`config.mk`:
```
export PLATFORM = sky130hd
export DESIGN_NAME = nv_sequencer
export DESIGN_NICKNAME = d
export VERILOG_FILES = /design/src/rtl/nvseq_pkg.sv /design/src/rtl/nvseq_timer.sv /design/src/rtl/nvseq_wlatch.sv /design/src/rtl/nv_sequencer.sv
export SDC_FILE = /design/constraint.sdc
export NUM_CORES = 1
export LEC_CHECK = 0
export BUFFER_PORTS_ARGS = -buffer_cell sky130_fd_sc_hd__buf_2
export CORE_MARGIN = 5
export CORE_UTILIZATION = 57
export CTS_CLUSTER_DIAMETER = 120
export DETAILED_ROUTE_END_ITERATION = 10
export GPL_TIMING_DRIVEN = 1
export PLACE_DENSITY = 0.79
export SETUP_SLACK_MARGIN = 0.4
export SLEW_MARGIN = 20
export SYNTH_ARGS = -nofsm -noshare
export SYNTH_HDL_FRONTEND = slang
export SYNTH_SLANG_ARGS = --single-unit
export TNS_END_PERCENT = 30
```
`constraint.sdc`:
```
create_clock -name clk_i -period 3 [get_ports clk_i]
set_input_delay 0.3 -clock clk_i [delete_from_list [all_inputs] [get_ports clk_i]]
set_output_delay 0.3 -clock clk_i [all_outputs]
set_load 0.05 [all_outputs]
```
`src/rtl/nvseq_pkg.sv`:
```
package nvseq_pkg;

  typedef enum logic [3:0] {
    ST_IDLE,
    ST_GRACE,
    ST_ERASE,
    ST_PROG,
    ST_HOLD,
    ST_SETTLE,
    ST_LOWV,
    ST_CLEAR,
    ST_XFER,
    ST_EXTH
  } seq_st_e;

  function automatic int unsigned umax(input int unsigned a, input int unsigned b);
    return (a > b) ? a : b;
  endfunction

endpackage

```
`src/rtl/nvseq_timer.sv`:
```
module nvseq_timer #(
  parameter int unsigned CW = 4
) (
  input  logic          clk_i,
  input  logic          rst_ni,
  input  logic          load_i,
  input  logic [CW-1:0] val_i,
  output logic          zero_o
);

  logic [CW-1:0] cnt_q;

  always_ff @(posedge clk_i or negedge rst_ni) begin
    if (!rst_ni)            cnt_q <= '0;
    else if (load_i)        cnt_q <= val_i;
    else if (cnt_q != '0)   cnt_q <= cnt_q - 1'b1;
  end

  assign zero_o = (cnt_q == '0);

endmodule

```
`src/rtl/nvseq_wlatch.sv`:
```
module nvseq_wlatch (
  input  logic clk_i,
  input  logic rst_ni,
  input  logic set_i,
  input  logic clr_i,
  output logic dirty_o
);

  // clear wins: a completed operation supersedes a same-cycle write
  always_ff @(posedge clk_i or negedge rst_ni) begin
    if (!rst_ni)     dirty_o <= 1'b0;
    else if (clr_i)  dirty_o <= 1'b0;
    else if (set_i)  dirty_o <= 1'b1;
  end

endmodule

```
`src/rtl/nv_sequencer.sv`:
```
module nv_sequencer
  import nvseq_pkg::*;
#(
  parameter int unsigned GRACE_CYC  = 4,
  parameter int unsigned ERASE_CYC  = 16,
  parameter int unsigned PROG_CYC   = 16,
  parameter int unsigned HOLD_CYC   = 2,
  parameter int unsigned SETTLE_CYC = 8,
  parameter int unsigned CLEAR_CYC  = 4,
  parameter int unsigned XFER_CYC   = 16
) (
  input  logic clk_i,
  input  logic rst_ni,
  input  logic vcc_ok_i,
  input  logic busy_pin_i,
  input  logic wr_req_i,
  input  logic sw_store_i,
  input  logic sw_recall_i,
  input  logic sw_auto_on_i,
  input  logic sw_auto_off_i,
  output logic rd_inhibit_o,
  output logic wr_inhibit_o,
  output logic erase_o,
  output logic program_o,
  output logic clear_o,
  output logic transfer_o,
  output logic busy_drive_low_o,
  output logic busy_drive_high_o,
  output logic done_o,
  output logic auto_en_o
);

  localparam int unsigned DMAX = umax(umax(umax(GRACE_CYC, ERASE_CYC), umax(PROG_CYC, HOLD_CYC)),
                                      umax(umax(SETTLE_CYC, CLEAR_CYC), XFER_CYC));
  localparam int unsigned CW   = $clog2(DMAX + 1);

  seq_st_e       st_q, st_d;
  logic          access_ok, wr_acc, dirty, tzero, enter;
  logic          gw_q, wacc_q, live_q, nv_q, pwr_q;
  logic [CW-1:0] dur;

  assign access_ok    = (st_q == ST_IDLE) && vcc_ok_i && busy_pin_i;
  assign rd_inhibit_o = !access_ok;
  assign wr_inhibit_o = !(access_ok || ((st_q == ST_GRACE) && gw_q));
  assign wr_acc       = wr_req_i && !wr_inhibit_o;

  always_comb begin
    st_d = st_q;
    unique case (st_q)
      ST_IDLE: begin
        if (!vcc_ok_i)        st_d = (live_q && dirty) ? ST_GRACE : ST_LOWV;
        else if (!busy_pin_i) st_d = dirty ? ST_GRACE : ST_EXTH;
        else if (sw_store_i)  st_d = ST_ERASE;
        else if (sw_recall_i) st_d = ST_CLEAR;
      end
      ST_GRACE:  if (tzero) st_d = ST_ERASE;
      ST_ERASE:  if (tzero) st_d = ST_PROG;
      ST_PROG:   if (tzero) st_d = ST_HOLD;
      ST_HOLD:   if (tzero) st_d = ST_SETTLE;
      ST_SETTLE: if (tzero) st_d = ST_IDLE;
      ST_LOWV:   if (vcc_ok_i) st_d = ST_CLEAR;
      ST_CLEAR:  if (tzero) st_d = ST_XFER;
      ST_XFER:   if (tzero) st_d = ST_SETTLE;
      ST_EXTH:   if (busy_pin_i) st_d = ST_IDLE;
      default:   st_d = ST_LOWV;
    endcase
  end

  assign enter = (st_d != st_q);

  always_comb begin
    unique case (st_d)
      ST_GRACE:  dur = CW'(GRACE_CYC - 1);
      ST_ERASE:  dur = CW'(ERASE_CYC - 1);
      ST_PROG:   dur = CW'(PROG_CYC - 1);
      ST_HOLD:   dur = CW'(HOLD_CYC - 1);
      ST_SETTLE: dur = CW'(SETTLE_CYC - 1);
      ST_CLEAR:  dur = CW'(CLEAR_CYC - 1);
      ST_XFER:   dur = CW'(XFER_CYC - 1);
      default:   dur = '0;
    endcase
  end

  nvseq_timer #(.CW(CW)) u_timer (
    .clk_i  (clk_i),
    .rst_ni (rst_ni),
    .load_i (enter),
    .val_i  (dur),
    .zero_o (tzero)
  );

  nvseq_wlatch u_wlatch (
    .clk_i   (clk_i),
    .rst_ni  (rst_ni),
    .set_i   (wr_acc),
    .clr_i   (((st_q == ST_PROG) || (st_q == ST_XFER)) && tzero),
    .dirty_o (dirty)
  );

  always_ff @(posedge clk_i or negedge rst_ni) begin
    if (!rst_ni) begin
      st_q       <= ST_LOWV;
      gw_q       <= 1'b0;
      wacc_q     <= 1'b0;
      live_q     <= 1'b1;
      nv_q       <= 1'b1;
      pwr_q      <= 1'b1;
      erase_o    <= 1'b0;
      program_o  <= 1'b0;
      clear_o    <= 1'b0;
      transfer_o <= 1'b0;
      done_o     <= 1'b0;
    end else begin
      st_q   <= st_d;
      wacc_q <= wr_acc;
      // a write counts as in progress only if it was accepted just before entry
      if (enter && st_d == ST_GRACE) gw_q <= wacc_q && wr_req_i;
      else                           gw_q <= gw_q && wr_req_i;
      if (enter && st_d == ST_CLEAR) pwr_q <= (st_q == ST_LOWV);
      if (st_q == ST_IDLE && !enter && access_ok) begin
        if (sw_auto_off_i)     live_q <= 1'b0;
        else if (sw_auto_on_i) live_q <= 1'b1;
      end
      if (st_q == ST_PROG && tzero) nv_q   <= live_q;
      if (st_q == ST_XFER && tzero) live_q <= nv_q;
      erase_o    <= enter && (st_d == ST_ERASE);
      program_o  <= enter && (st_d == ST_PROG);
      clear_o    <= enter && (st_d == ST_CLEAR);
      transfer_o <= enter && (st_d == ST_XFER);
      done_o     <= enter && (st_q == ST_SETTLE);
    end
  end

  assign busy_drive_low_o  = (st_q == ST_GRACE) || (st_q == ST_ERASE) || (st_q == ST_PROG) ||
                             (((st_q == ST_CLEAR) || (st_q == ST_XFER)) && pwr_q);
  assign busy_drive_high_o = (st_q == ST_HOLD);
  assign auto_en_o         = live_q;

endmodule

```
==> results.py <==
metrics = {
    "global_route": {
        "grt_use_met2": 0.3272,
        "met1_usage": 0.2618,
        "grt_start_max_net_pins": 23,
        "grt_overflow": 0,
        "grt_pass1_wl_um": 5402,
        "grtUsageMet3": 0.03672,
        "grt_pass1_vias": 1192,
        "grt_use_total": 0.1959,
        "antenna_found_initial": 0,
        "grt.busiest_layer": "met2",
    },
    "yosys": {
        "syn-num-nets": 168,
        "syn_area_mm2": 0.001419,
        "synthDistinctLibCells": 57,
        "async_flop_share": 1.000,
        "ys_ff_latch": 20,
        "synth_seq_area_share": 0.3571,
        "synth_cells": 157,
        "yosysWarnings": 0,
        "synth_flop_cell": "dfrtp_1",
        "synth_edf_count": 0,
        "syn_area_per_cell_um2": 9.037,
    },
    "power": {
        "seq_power_share": 0.294,
        "p_leak_nw": 0.7228,
        "p_int_mw": 0.9628,
        "p_switching_mw": 0.9577,
        "comb_power_share": 0.633,
        "power.density_mw_per_mm2": 1152,
        "ir_drop_mv": 0.7839,
        "p_clk_frac": 0.073,
        "swShare": 0.4987,
    },
    "layout": {
        "final_nets": 194,
        "antenna_cells": 0,
        "top_register": "u_timer.cnt_q",
        "largest_register_ffs": 5,
        "instances_no_fill": 212,
        "finish.utilization": 0.6857,
        "reg_top3": "u_timer.cnt_q (5), st_q (4)",
        "area_growth_pct": 17.55,
        "layout-drive-gt1-share": 0.3571,
    },
    "hold_path": {
        "worstHoldStart": "wr_req_i",
        "worstHoldPathCells": 3,
        "hp-class": "in -> reg",
    },
    "timing": {
        "timing.hold.ws_ns": 0.2471,
        "slew_violations": 0,
        "fin_crit_ns": 2.583,
        "rsz0062_at_grt": "yes",
        "setup_violations": 0,
        "hold_violations": 0,
        "clock_skew_ns": 0.002717,
        "fmax_mhz": 387.2,
        "layout_setup_ws_ns": 0.4170,
        "period_share": 0.8610,
        "tightest_slew_ns": 0.6232,
        "max_slew_margin": 0.5834,
        "setup_tns_ns": 0,
    },
    "worst_setup_path": {
        "critical_path_class": "reg -> reg",
        "worstPathMaxFanout": 7,
        "r2r-start": "u_timer.cnt_q[1]",
        "r2r_slack_ns": 0.42,
        "reg2reg_depth": 8,
        "crit_path_start": "u_timer.cnt_q[1]",
        "startpoint_type": "flip-flop",
        "end_kind": "flip-flop",
        "cp.arrival_ns": 2.82,
        "cp_data_required_time_ns": 3.23,
    },
    "clock_network": {
        "clk_path_buf_depth": 2,
        "clkSinkCount": 20,
        "numCtsBuffers": 3,
        "cts_root_buf": "clkbuf_4",
        "clk-insertion-delay-late_ns": 0.31,
        "cts_max_level": 1,
        "cts.clk_slew.worst_paths_ns": 0.12,
        "cts_tree": "built",
    },
    "route": {
        "drt_iter0_drc": 104,
        "routed_wl_um": 3671,
        "ant_nets": 0,
        "num_vias": 1380,
        "avgRoutedWirePerCell_um": 17.32,
        "route.detailed.drc": 0,
        "drt_pass1_iterations": 4,
        "avgViaCountPerCell": 6.509,
    },
    "floorplanning": {
        "rows": 18,
        "io_pins": 19,
        "start_util": 0.5833,
        "die_w_um": 59.89,
        "die-area_mm2": 0.003587,
        "coreArea_mm2": 0.002432,
        "fp.dieH_um": 59.89,
    },
    "place": {
        "gp_congestion": 0.9422,
        "port_buffers": 18,
        "preCtsSetupSlack_ns": 0.3784,
        "hpwlAfterDp_um": 2347,
        "dp_cells": 196,
    },
    "outcome": {
        "status": "completed",
    },
    "job": {
        "maxCapViolCount": 0,
    },
}
-- area by class of cell --
type                            count  area, µm²
Clock buffer                        4      26.28
Inverter                            7      27.53
Tap cell                           30      37.54
Fill cell                         174      764.5
Multi-Input combinational cell    119      872.1
Sequential cell                    20      506.7
Timing Repair Buffer               32      197.7
-- worst max-delay path, stage by stage, from the launching register on --
cell,delay (ns)
dfrtp_1,0.44
inv_2,0.10
ha_4,0.14
or4b_4,0.54
mux2i_4,0.22
o32ai_2,0.40
o211ai_2,0.25
o21ba_2,0.25
o21ai_0,0.18
-- cell families after synthesis --
kind of cell             synth area share
AND/OR/NAND/NOR                    0.2760
AO/OA/AOI/OAI                      0.2328
flip-flops                         0.3571
buffers and inverters             0.06966
XOR/XNOR                          0.02470
multiplexers                      0.02205
adder cells (fa/ha/maj)           0.01763
-- per-stage QoR --
step / power (mW) / cell area [µm²]
global route: 2.056 / 1668
detailed placement: 1.536 / 1498
global placement: 1.504 / 1498
CTS: 1.686 / 1549
floorplan: 1.366 / 1419
finish: 1.921 / 1668
-- cells in the final DEF (no fill, tap or decap), drive strengths merged, types with 2 or more instances in the layout --
master,Yosys,layout
o211a,2,2
ha,2,2
a21oi,8,8
dfrtp,15,15
nand2,17,17
clkbuf,2,4
o21bai,4,4
nor4b,3,3
nand4b,2,2
xnor2,3,3
nand2b,4,4
and4,2,2
o22ai,2,2
o32ai,2,2
nand3,5,5
o21ai,9,9
a31oi,4,4
mux2i,2,2
nor3,7,7
inv,6,6
or3b,3,3
nor2,12,12
a211o,2,2
or4b,2,2
buf,10,31
dfstp,5,5
o211ai,1,2
-- final timing paths --
kind	end
max reg2reg	auto_en_o
min reg2reg	pwr_q
max in group asynchronous	st_q[2]
min in group asynchronous	program_o
max	auto_en_o
min	gw_q
-- routing by layer --
layer  up-vias  share of wire
met2        76           0.47
met3        12          0.084
met1       664           0.42
met4         0          0.019
li1        628              -
met5         -              0
-- synth_stat cells, types with 2 or more instances --
cell	number	area [µm²]
and4_1	2	17.52
o22ai_1	2	12.51
nand4b_1	2	17.52
dfstp_2	5	131.4
nand3_1	5	25.02
o211a_1	2	20.02
nor2_1	12	45.04
a21oi_1	7	35.03
inv_1	6	22.52
buf_2	6	30.03
o21ai_0	9	45.04
or3b_2	3	26.28
o21bai_1	4	30.03
clkbuf_1	2	7.510
nor4b_1	2	17.52
xnor2_1	3	26.28
dfrtp_1	15	375.4
nand2_1	17	63.81
mux2i_1	2	20.02
nand2b_1	4	25.02
a31oi_1	4	25.02
nor3_1	6	30.03
buf_6	2	22.52
ha_1	2	25.02
-- repair_timing --
| item | in CTS | in global routing |
|---|---|---|
| pin swaps | 0 | 4 |
| endpoints found under the setup margin | 2 | 7 |
| endpoints found under the hold margin | 15 | 0 |
| hold buffers | 1 | 0 |
| buffers inserted | 2 | 8 |
| gates cloned | 0 | 1 |
| gates resized for setup | 0 | 10 |
-- power groups by stage --
stage | Combinational [mW] | Clock (mW) | Sequential, mW
final | 1.22 | 0.140 | 0.565
after global routing | 1.32 | 0.152 | 0.584
after CTS | 0.994 | 0.141 | 0.551
after detailed placement | 0.979 | 0 | 0.557
after global placement | 0.960 | 0 | 0.544
after floorplan | 0.849 | 0 | 0.518
No activity file was read; power rests on OpenSTA's default activity.
